==> config.mk <==
export PLATFORM = sky130hd
export DESIGN_NAME = ilv_fwd
export DESIGN_NICKNAME = d
export VERILOG_FILES = /design/src/rtl/ilv_fwd_pkg.sv /design/src/rtl/ilv_gate.sv /design/src/rtl/ilv_slot.sv /design/src/rtl/ilv_sel.sv /design/src/rtl/ilv_fwd.sv
export SDC_FILE = /design/constraint.sdc
export NUM_CORES = 1
export LEC_CHECK = 0
export ABC_AREA = 1
export BUFFER_PORTS_ARGS = -buffer_cell sky130_fd_sc_hd__buf_2
export CAP_MARGIN = 10
export CORE_MARGIN = 2
export CORE_UTILIZATION = 30
export CTS_CLUSTER_DIAMETER = 40
export DETAILED_ROUTE_END_ITERATION = 10
export GPL_ROUTABILITY_DRIVEN = 1
export SYNTH_ARGS = -nofsm -noshare
export SYNTH_HDL_FRONTEND = slang
export SYNTH_SLANG_ARGS = --single-unit
==> constraint.sdc <==
create_clock -name clk_i -period 3.05 [get_ports clk_i]
set_clock_uncertainty 0.1 [all_clocks]
set_input_delay 0.61 -clock clk_i [delete_from_list [all_inputs] [get_ports clk_i]]
set_output_delay 0.61 -clock clk_i [all_outputs]
set_load 0.05 [all_outputs]
==> src/rtl/ilv_fwd_pkg.sv <==
package ilv_fwd_pkg;
  localparam logic [4:0] DUAL_ILV_A = 5'b00011;
  localparam logic [4:0] DUAL_ILV_B = 5'b00111;
  localparam logic [1:0] PACK_FLT   = 2'b01;

  typedef enum logic {SRC_MST = 1'b0, SRC_SLV = 1'b1} src_e;

  function automatic logic fwd_mode_ok(input logic [4:0] dual, input logic [1:0] pack);
    return ((dual == DUAL_ILV_A) || (dual == DUAL_ILV_B)) && (pack == PACK_FLT);
  endfunction
endpackage

==> src/rtl/ilv_gate.sv <==
module ilv_gate
  import ilv_fwd_pkg::*;
(
  input  logic [4:0] dual_mode_i,
  input  logic [1:0] pack_mode_i,
  input  logic       fwd_en_i,
  output logic       active_o
);
  assign active_o = fwd_en_i && fwd_mode_ok(dual_mode_i, pack_mode_i);
endmodule

==> src/rtl/ilv_slot.sv <==
module ilv_slot #(
  parameter int RES_W = 32
) (
  input  logic             clk_i,
  input  logic             rst_ni,
  input  logic             flush_i,
  input  logic             cap_i,
  input  logic [RES_W-1:0] data_i,
  input  logic             take_i,
  output logic             pend_o,
  output logic [RES_W-1:0] data_o
);
  always_ff @(posedge clk_i or negedge rst_ni) begin
    if (!rst_ni) begin
      pend_o <= 1'b0;
      data_o <= '0;
    end else if (flush_i) begin
      pend_o <= 1'b0;
    end else begin
      if (take_i) pend_o <= 1'b0;
      // a result landing on a still-pending slot is dropped
      if (cap_i && (!pend_o || take_i)) begin
        pend_o <= 1'b1;
        data_o <= data_i;
      end
    end
  end
endmodule

==> src/rtl/ilv_sel.sv <==
module ilv_sel
  import ilv_fwd_pkg::*;
#(
  parameter int NSRC = 2
) (
  input  logic            clk_i,
  input  logic            rst_ni,
  input  logic            active_i,
  input  logic [NSRC-1:0] pend_i,
  input  logic            rdy_i,
  output src_e            turn_o,
  output logic            vld_o,
  output logic [NSRC-1:0] take_o
);
  src_e turn_q;
  logic fire;

  assign turn_o = turn_q;
  assign vld_o  = active_i && pend_i[turn_q];
  assign fire   = vld_o && rdy_i;

  always_comb begin
    take_o = '0;
    take_o[turn_q] = fire;
  end

  always_ff @(posedge clk_i or negedge rst_ni) begin
    if (!rst_ni)        turn_q <= SRC_MST;
    else if (!active_i) turn_q <= SRC_MST;
    else if (fire)      turn_q <= (turn_q == SRC_MST) ? SRC_SLV : SRC_MST;
  end
endmodule

==> src/rtl/ilv_fwd.sv <==
module ilv_fwd
  import ilv_fwd_pkg::*;
#(
  parameter int RES_W = 32,
  parameter int OUT_W = 16
) (
  input  logic             clk_i,
  input  logic             rst_ni,
  input  logic [4:0]       dual_mode_i,
  input  logic [1:0]       pack_mode_i,
  input  logic             fwd_en_i,
  input  logic             mst_vld_i,
  input  logic [RES_W-1:0] mst_data_i,
  input  logic             slv_vld_i,
  input  logic [RES_W-1:0] slv_data_i,
  input  logic             flt_rdy_i,
  output logic [OUT_W-1:0] flt_data_o,
  output logic             flt_vld_o,
  output logic             mst_eoc_clr_o,
  output logic             slv_eoc_clr_o
);
  localparam int NSRC = 2;

  logic             active;
  logic [NSRC-1:0]  cap, pend, take;
  logic [RES_W-1:0] din  [NSRC];
  logic [RES_W-1:0] hold [NSRC];
  src_e             turn;

  ilv_gate u_gate (
    .dual_mode_i (dual_mode_i),
    .pack_mode_i (pack_mode_i),
    .fwd_en_i    (fwd_en_i),
    .active_o    (active)
  );

  assign cap[SRC_MST] = active && mst_vld_i;
  assign cap[SRC_SLV] = active && slv_vld_i;
  assign din[SRC_MST] = mst_data_i;
  assign din[SRC_SLV] = slv_data_i;

  for (genvar g = 0; g < NSRC; g++) begin : g_slot
    ilv_slot #(.RES_W(RES_W)) u_slot (
      .clk_i   (clk_i),
      .rst_ni  (rst_ni),
      .flush_i (!active),
      .cap_i   (cap[g]),
      .data_i  (din[g]),
      .take_i  (take[g]),
      .pend_o  (pend[g]),
      .data_o  (hold[g])
    );
  end

  ilv_sel #(.NSRC(NSRC)) u_sel (
    .clk_i    (clk_i),
    .rst_ni   (rst_ni),
    .active_i (active),
    .pend_i   (pend),
    .rdy_i    (flt_rdy_i),
    .turn_o   (turn),
    .vld_o    (flt_vld_o),
    .take_o   (take)
  );

  assign flt_data_o    = hold[turn][OUT_W-1:0];
  assign mst_eoc_clr_o = take[SRC_MST];
  assign slv_eoc_clr_o = take[SRC_SLV];
endmodule

==> results.md, run 1 <==
* Clock buffer depth at 2
* # rows at 27
* Crit path DAT at 1.88 ns
* CTS tree: built
* Ant diodes at 0
* Status: finished clean
* Synth Register Bits at 35
* Largest net degree at the start of global routing at 36
* RSZ-0062 raised after global routing: false
* CTS buffer count at 5
* Crit path cell chain: inv_2 -> nand2_1 -> nand2_4 -> nand4_4 -> inv_1 -> buf_2
* 1st-pass router iterations at 4
* Grt total ovfl at 0
* Clk sinks at 35
* Post-CTS Resized at 0
* DPL Wire Length at 3110 um
* Via Count at 1534
* H-tree depth at 2
* Port bufs at 62
* Min Hold Slack at 0.293 ns
* R2R Setup Slk at 1.09 ns
* Slew @ Worst Pin at 0.775 ns
* Max Fclk at 385 MHz
* Post-route DRC at 0
* Yosys cell types at 15
* Period utilisation layout at 85.1%
* Sequential share of the synthesized area at 49.5%
* Avg WL per Cell at 11.8 um
* # hold bufs at CTS at 0
* Post-Syn Area per Cell at 8.12 sq um
* Setup TNS at 0 ns
* Area leader, netlist: dfrtp_1
* Area Growth Syn to Fin at 25.4%
* Pleak at 1.35 nW
* Critical Path Start Type: flop
* Tot GR Track Use at 13.9%
* CP max FO at 18
* Die ar. at 0.00653 sq mm
* Initial antenna violation count at 0
* Tmin final at 2.59 ns
* Worst Path Required at 2.34 ns
* Synthesized net count at 295
* Core Region at 0.00561 sq mm
* Cells after synthesis at 218
* CP max stage delay at 0.51 ns
* Clock latency on the worst-skew pair at 0.29 ns
* Final hold vios at 0
* Filler cells at 609
* Post-synth top area share at 49.5%
* Io pins at 96
* First-pass GRT wire length at 6870 um
* Setup CP Type: flop to output port
* Worst rel slew slack at 48.4%
* Clk slew on worst S/H paths at 0.07 ns
* Initial core utilization at 31.5%
* Final WL at 4160 um
* Root Buffer: clkbuf_8
* Die Height at 80.8 um
* Final-report setup violation count at 0
* Setup WS post-layout at 0.455 ns
* Synth Warn # at 0
* Fin. max-slew vios at 0
* Slowest CP cell: dfrtp_1
* Detail Route Antenna Nets at 0
* P per Cell Area at 498 mW/mm^2
* Pre-CTS setup slack at 0.630 ns
* Final net count at 356
* Max Cap Viol at 0
* Via density at 4.36
* Number of global-route vias before repair at 1486
* Worst Setup End Kind: output port
* Max IR drop VDD at 0.265 mV
* Setup bufs post-CTS at 0
* Synth top area cells: dfrtp_1 (50%), nand2_1 (25%), nand3_1 (9.6%)
* Chip width at 80.8 um
* GPL Wtd Cong at 0.795
* Post-Syn Area at 0.00177 sq mm
* Layout cells sized above 1 at 30.0%
* Hold crit path type: primary input to async pin
* Iteration-0 DRC Markers at 103
## flip-flops by register name (all words and copies together) (netlist names)
| signal | cells |
|---|---|
| g_slot.u_slot.data_o | 32 |
| g_slot.u_slot.pend_o | 2 |
| u_sel.turn_o | 1 |
## final cells by class
class                   count  area (sq um)  area share [%]
well taps                  72          90.1            4.06
flip-flops and latches     35           876            39.5
clock inverters             3          43.8            1.97
clock buffers               5          68.8            3.10
repair buffers             63           318            14.3
inverters                   8          32.5            1.47
multi-input cells         166           790            35.6
## layout by cell type, fill, tap and decap left out
cell	Yosys	final
buf_4	4	1
nor2_4	1	1
bufinv_16	0	1
inv_4	1	1
clkbuf_8	0	5
clkinv_4	0	1
nand2_4	6	6
inv_1	6	6
buf_2	0	62
nor2_1	1	1
nand2_1	117	117
inv_2	1	1
nand3_1	34	34
dfrtp_1	35	35
clkinv_2	0	1
nand4_4	2	2
a21oi_1	3	3
nor2_8	2	2
## routing by layer
layer	vias up	routed length, um	global-route usage [%]
met5	-	0	0
met4	0	74	6.44
met3	6	161	3.22
met2	28	2020	22.2
met1	694	1900	18.1
li1	806	-	-
## logic make-up after synthesis
kind of cell	count (synthesis)	synth area share, %
DFF	35	49.5
buffers and inverters	17	5.87
and+or+nand+nor	163	43.8
AOI/OAI and AO/OA	3	0.848
## where the power goes
group | leakage [nW] | total, W | switching, W | internal, W
clock | 0.0581 | 0.000417 | 0.000174 | 0.000243
sequential | 0.478 | 0.000519 | 0.0000209 | 0.000498
combinational | 0.815 | 0.000169 | 0.000117 | 0.0000517
total | 1.35 | 0.00111 | 0.000312 | 0.000793
## worst paths after layout
kind	start	to	depth (start not counted)
min in group clk_i	g_slot[1].u_slot.data_o[4]$_DFFE_PN0P_	g_slot[1].u_slot.data_o[4]$_DFFE_PN0P_	2
worst min-delay path	rst_ni	g_slot[1].u_slot.data_o[7]$_DFFE_PN0P_	1
worst max-delay path	u_sel.turn_o$_DFFE_PN0P_	mst_eoc_clr_o	6
worst max register to register	u_sel.turn_o$_DFFE_PN0P_	g_slot[1].u_slot.data_o[2]$_DFFE_PN0P_	8
max in group asynchronous	rst_ni	g_slot[0].u_slot.data_o[2]$_DFFE_PN0P_	1
worst min register to register	g_slot[1].u_slot.data_o[4]$_DFFE_PN0P_	g_slot[1].u_slot.data_o[4]$_DFFE_PN0P_	2
## synthesized netlist by cell type (all sizes together)
cell type  number
nor2            4
clkbuf          2
inv             8
dfrtp          35
nand3          34
buf             7
nand4           2
a21oi           3
nand2         123
## worst max-delay path, delay by kind of cell (launching register included)
family | cells | cell delay, ns
buf+inv | 3 | 0.66
flops | 1 | 0.51
simple gates | 3 | 0.42
## metrics by stage
stage / power (W) / cell area, sq um / cells / utilization [%]
2_1_floorplan: 0.000630 / 1770 / 218 / -
3_3_place_gp: 0.000697 / 2110 / 344 / 37.6
3_5_place_dp: 0.000699 / 2110 / 344 / 37.6
4_1_cts: 0.00112 / 2220 / 352 / 39.6
5_1_grt: 0.00116 / 2220 / 352 / 39.6
6_report: 0.00111 / 2220 / 352 / 39.6
(Power assumes the default switching activity.)
==> run 2, diff against run 1 <==
Settings changed: PLACE_DENSITY from default to 0.59.
==> results.md, run 2 (synthesized netlist as in run 1, its figures left out) <==
* Port bufs at 62 (unchanged)
* Clock buffer depth at 2 (unchanged)
* Final hold vios at 0 (unchanged)
* Psw at 0.000293 W (-6.2%)
* Max Cap Viol at 0 (unchanged)
* Most common cell after layout, fill and taps aside: nand2_1
* Slew @ Worst Pin at 0.768 ns (-0.00646 ns)
* Status: finished clean
* Via density at 4.28 (-1.7%)
* Tot GR Track Use at 13.8% (-0.12 points)
* Detail Route Antenna Nets at 0 (unchanged)
* Finished Core Util at 39.1% (-0.45 points)
* Final WL at 4170 um (+0.34%)
* Post-route DRC at 0 (unchanged)
* Internal at 0.000727 W (-8.3%)
* Max IR drop VDD at 0.173 mV (-35%)
* Root Buffer: clkbuf_8
* Setup CP Type: flop to output port
* H-tree depth at 2 (unchanged)
* Area Growth Syn to Fin at 24.0%
* Critical Path Start Type: flop
* Period utilisation layout at 84.3% (-0.75 points)
* RSZ-0062 raised after global routing: false
* Initial antenna violation count at 0 (unchanged)
* Leading cell types in the layout, fill and taps excluded: nand2_1 (117), buf_2 (62), dfrtp_1 (35), nand3_1 (34)
* Crit path DAT at 1.86 ns (-0.02 ns)
* Clock latency on the worst-skew pair at 0.28 ns (about the same)
* Worst rel slew slack at 48.8% (+0.43 points)
* Core Region at 0.00561 sq mm (unchanged)
* Grt total ovfl at 0 (unchanged)
* Sequential Power Share at 50.9% (+3.9 points)
* Io pins at 96 (unchanged)
* Via Count at 1503 (-2.0%)
* Layout cells sized above 1 at 29.7% (-0.25 points)
* Ant diodes at 0 (unchanged)
* Clk network pwr share at 32.6% (-5.1 points)
* R2R Setup Slk at 1.08 ns (about the same)
* Largest net degree at the start of global routing at 36 (unchanged)
* 1st-pass router iterations at 4 (unchanged)
* Max reg flops at 32 (unchanged)
* Clk slew on worst S/H paths at 0.07 ns (about the same)
* Setup TNS at 0 ns (unchanged)
* Avg WL per Cell at 11.9 um (+0.62%)
* Initial core utilization at 31.5% (unchanged)
* Hold crit path type: primary input to async pin
* Final net count at 356 (unchanged)
* GPL Wtd Cong at 0.774 (-2.7%)
* Die Height at 80.8 um (unchanged)
* Filler cells at 647 (+6.2%)
* CTS tree: built
* Reg2reg path depth at 8 (unchanged)
* Setup bufs post-CTS at 0 (unchanged)
* Die ar. at 0.00653 sq mm (unchanged)
* First-pass GRT wire length at 6750 um (-1.8%)
* Clk sinks at 35 (unchanged)
* Worst Path Required at 2.34 ns (about the same)
* Gate power share at 16.5% (+1.2 points)
* Pleak at 1.34 nW (-0.82%)
* Tmin final at 2.57 ns (-0.0230 ns)
* Iteration-0 DRC Markers at 59 (-43%)
* DPL Wire Length at 3150 um (+1.5%)
* Most flops, register: g_slot.u_slot.data_o
* # rows at 27 (unchanged)
* Worst Setup End Kind: output port
* Fin. max-slew vios at 0 (unchanged)
* P per Cell Area at 465 mW/mm^2 (-6.7%)
* Max Fclk at 389 MHz (+0.89%)
* Critical R2R Capture: g_slot[0].u_slot.data_o[5]$_DFFE_PN0P_
* Final-report setup violation count at 0 (unchanged)
* Number of global-route vias before repair at 1467 (-1.3%)
* CTS buffer count at 5 (unchanged)
* Post-CTS Resized at 0 (unchanged)
* Chip width at 80.8 um (unchanged)
* CP max FO at 18 (unchanged)
* # hold bufs at CTS at 0 (unchanged)
* Critical R2R Launch: u_sel.turn_o$_DFFE_PN0P_
* Sw Share at 28.7% (+0.47 points)
[run 2: per-layer routing]
metal,vias to the layer above,GRT usage (%),share of wire (%)
met1,672,16.5,45
met5,-,0,0
met2,21,23.0,48
li1,804,-,-
met4,0,5.59,1.6
met3,6,4.56,4.7
[run 2: power groups by stage]
stage	combinational [W]	clock [W]	sequential [W]
after CTS	0.000171	0.000336	0.000520
after detailed placement	0.000171	0	0.000528
after floorplan	0.000109	0	0.000521
after global routing	0.000186	0.000357	0.000524
final	0.000168	0.000332	0.000520
after global placement	0.000169	0	0.000528
[run 2: worst max path at each step]
stage,cells after the start,end,start,slack (ns)
after floorplan,5,flt_vld_o,dual_mode_i[3],0.47
after global placement,7,flt_vld_o,dual_mode_i[3],0.62
after detailed placement,7,flt_vld_o,dual_mode_i[3],0.61
after CTS,6,mst_eoc_clr_o,u_sel.turn_o$_DFFE_PN0P_,0.45
after global routing,6,mst_eoc_clr_o,u_sel.turn_o$_DFFE_PN0P_,0.33
final,6,mst_eoc_clr_o,u_sel.turn_o$_DFFE_PN0P_,0.48
[run 2: final cells by class]
type	instances	area (sq um)	share of cell area (%)
flip-flops and latches	35	876	39.9
clock inverters	1	5.00	0.228
multi-input cells	166	790	36.0
clock buffers	6	82.6	3.76
well taps	72	90.1	4.11
repair buffers	63	318	14.5
inverters	8	32.5	1.48
[run 2: metrics by stage]
| step | cell area (sq um) | hold slack (ns) | setup WS, ns | power (W) | cells |
|---|---|---|---|---|---|
| global route | 2190 | 0.355 | 0.326 | 0.00107 | 351 |
| CTS | 2190 | 0.328 | 0.452 | 0.00103 | 351 |
| finish | 2190 | 0.299 | 0.478 | 0.00102 | 351 |
| floorplan | 1770 | 0.214 | 0.468 | 0.000630 | 218 |
| global placement | 2110 | 0.356 | 0.622 | 0.000696 | 344 |
| detailed placement | 2110 | 0.358 | 0.605 | 0.000698 | 344 |
[run 2: worst max-delay path, stage by stage (launching register included)]
cell     delay (ns)
dfrtp_1        0.51
inv_2          0.29
nand2_1        0.17
nand2_4        0.12
nand4_4        0.13
inv_1          0.09
buf_2          0.26
==> run 3, diff against run 2 <==
Clock period 3.05 ns to 2.58 ns, I/O delays scaled along.
==> results.md, run 3 (synthesized netlist as in run 1, its figures left out) <==
* Reg2reg path depth at 8 (unchanged)
* Largest net degree at the start of global routing at 36 (unchanged)
* Core Region at 0.00561 sq mm (unchanged)
* Number of global-route vias before repair at 1577 (+7.5%)
* Root Buffer: clkbuf_8
* Die ar. at 0.00653 sq mm (unchanged)
* Max Fclk at 432 MHz
* Port bufs at 62 (unchanged)
* P per Cell Area at 621 mW/mm^2 (+34%)
* Gate power share at 14.3% (-2.2 points)
* 1st-pass router iterations at 4 (unchanged)
* CTS tree: built
* Status: finished clean
* Via density at 4.35 (+1.6%)
* Leading cell types in the layout, fill and taps excluded: nand2_1 (117), buf_2 (62), dfrtp_1 (35), nand3_1 (34)
* Chip width at 80.8 um (unchanged)
* Crit path cell chain: buf_4 -> nand2_4 -> nand2_4 -> nand4_4 -> inv_1 -> buf_2
* GPL Wtd Cong at 0.776 (+0.28%)
* Post-CTS Resized at 0 (unchanged)
* Final WL at 4240 um (+1.6%)
* Avg WL per Cell at 12.0 um (+0.98%)
* Filler cells at 637 (-1.5%)
* Sequential Power Share at 44.1% (-6.8 points)
* Tmin final at 2.32 ns
* Worst rel slew slack at 48.3% (-0.52 points)
* CP max stage delay at 0.53 ns (+0.02 ns)
* Layout cells sized above 1 at 29.9% (+0.14 points)
* Grt total ovfl at 0 (unchanged)
* Clk slew on worst S/H paths at 0.07 ns (about the same)
* Critical Path Start Type: flop
* R2R Setup Slk at 0.77 ns (-0.31 ns)
* # hold bufs at CTS at 0 (unchanged)
* Crit-path most repeated cell: nand2_4
* Psw at 0.000359 W (+22%)
* Ant diodes at 0 (unchanged)
* Max IR drop VDD at 0.307 mV (+77%)
* Internal at 0.00104 W (+43%)
* RSZ-0062 raised after global routing: false
* Most flops, register: g_slot.u_slot.data_o
* Clock latency on the worst-skew pair at 0.28 ns (about the same)
* Finished Core Util at 40.0% (+0.94 points)
* Final-report setup violation count at 0 (unchanged)
* Slew @ Worst Pin at 0.776 ns (+0.00773 ns)
* Detail Route Antenna Nets at 0 (unchanged)
* Worst Path Required at 1.96 ns (-0.38 ns)
* Max reg flops at 32 (unchanged)
* Io pins at 96 (unchanged)
* Clk sinks at 35 (unchanged)
* # rows at 27 (unchanged)
* Hold crit path type: primary input to async pin
* Dpl cell area at 0.00211 sq mm (+0.36%)
* Tot GR Track Use at 14.4% (+0.55 points)
* Via Count at 1535 (+2.1%)
* DPL Wire Length at 3250 um (+3.0%)
* Post-route DRC at 0 (unchanged)
* Clk network pwr share at 41.6% (+9.0 points)
* Critical R2R Capture: g_slot[0].u_slot.data_o[12]$_DFFE_PN0P_
* Critical R2R Launch: u_sel.turn_o$_DFFE_PN0P_
* CP max FO at 13 (-5)
* Worst Setup End Kind: output port
* Sw Share at 25.7% (-3.0 points)
* H-tree depth at 2 (unchanged)
* Clock buffer depth at 2 (unchanged)
* Final instance area at 0.00225 sq mm (+2.4%)
* CTS buffer count at 5 (unchanged)
* Final net count at 357 (+0.28%)
* Initial antenna violation count at 0 (unchanged)
* Iteration-0 DRC Markers at 120 (+100%)
* Setup bufs post-CTS at 0 (unchanged)
* Initial core utilization at 31.5% (unchanged)
* Slowest CP cell: dfrtp_1
* Max Cap Viol at 0 (unchanged)
* Pleak at 1.36 nW (+1.7%)
* Crit path DAT at 1.70 ns (-0.16 ns)
* First-pass GRT wire length at 7040 um (+4.3%)
* Final hold vios at 0 (unchanged)
* Setup TNS at 0 ns (unchanged)
* Period utilisation layout at 89.8%
* Setup CP Type: flop to output port
* Area Growth Syn to Fin at 26.9%
* Most common cell after layout, fill and taps aside: nand2_1
* Fin. max-slew vios at 0 (unchanged)
* Die Height at 80.8 um (unchanged)
==> run 3: routing by layer <==
metal  wire length (um)  track usage [%]  vias up
met2               2090             24.3       26
met3                180             4.44        5
li1                   -                -      805
met5                  0                0        -
met1               1900             17.2      699
met4                 67             5.59        0
==> run 3: final cells by class <==
class | count | area [sq um] | area share, %
inverters | 8 | 32.5 | 1.45
repair buffers | 64 | 325 | 14.5
clock buffers | 6 | 72.6 | 3.23
well taps | 72 | 90.1 | 4.01
flip-flops and latches | 35 | 876 | 39.0
clock inverters | 2 | 60.1 | 2.67
multi-input cells | 166 | 790 | 35.2
==> run 3: worst max path at each step <==
stage | startpoint | to | depth (start not counted)
5_1_grt | u_sel.turn_o$_DFFE_PN0P_ | mst_eoc_clr_o | 6
3_5_place_dp | dual_mode_i[3] | flt_vld_o | 7
3_3_place_gp | dual_mode_i[3] | flt_vld_o | 7
2_1_floorplan | dual_mode_i[3] | flt_vld_o | 5
4_1_cts | u_sel.turn_o$_DFFE_PN0P_ | mst_eoc_clr_o | 6
6_report | u_sel.turn_o$_DFFE_PN0P_ | mst_eoc_clr_o | 6
==> run 3: power groups by stage <==
stage	logic (W)	registers, W	clock network, W
final	0.000200	0.000615	0.000581
after CTS	0.000203	0.000614	0.000590
after global routing	0.000223	0.000619	0.000615
after floorplan	0.000129	0.000615	0
after detailed placement	0.000203	0.000624	0
after global placement	0.000199	0.000624	0
==> run 3: through the flow <==
step	total power [W]	setup WS [ns]	instances	hold slack, ns
after floorplan	0.000744	0.186	218	0.120
final	0.00140	0.263	353	0.208
after global routing	0.00146	0.153	353	0.252
after global placement	0.000823	0.341	345	0.355
after CTS	0.00141	0.238	353	0.227
after detailed placement	0.000827	0.343	345	0.360
==> run 3: worst max-delay path, delay by kind of cell (launching register included) <==
kind	cells	cell delay, ns
simple gates	3	0.29
flops	1	0.53
buf+inv	3	0.58
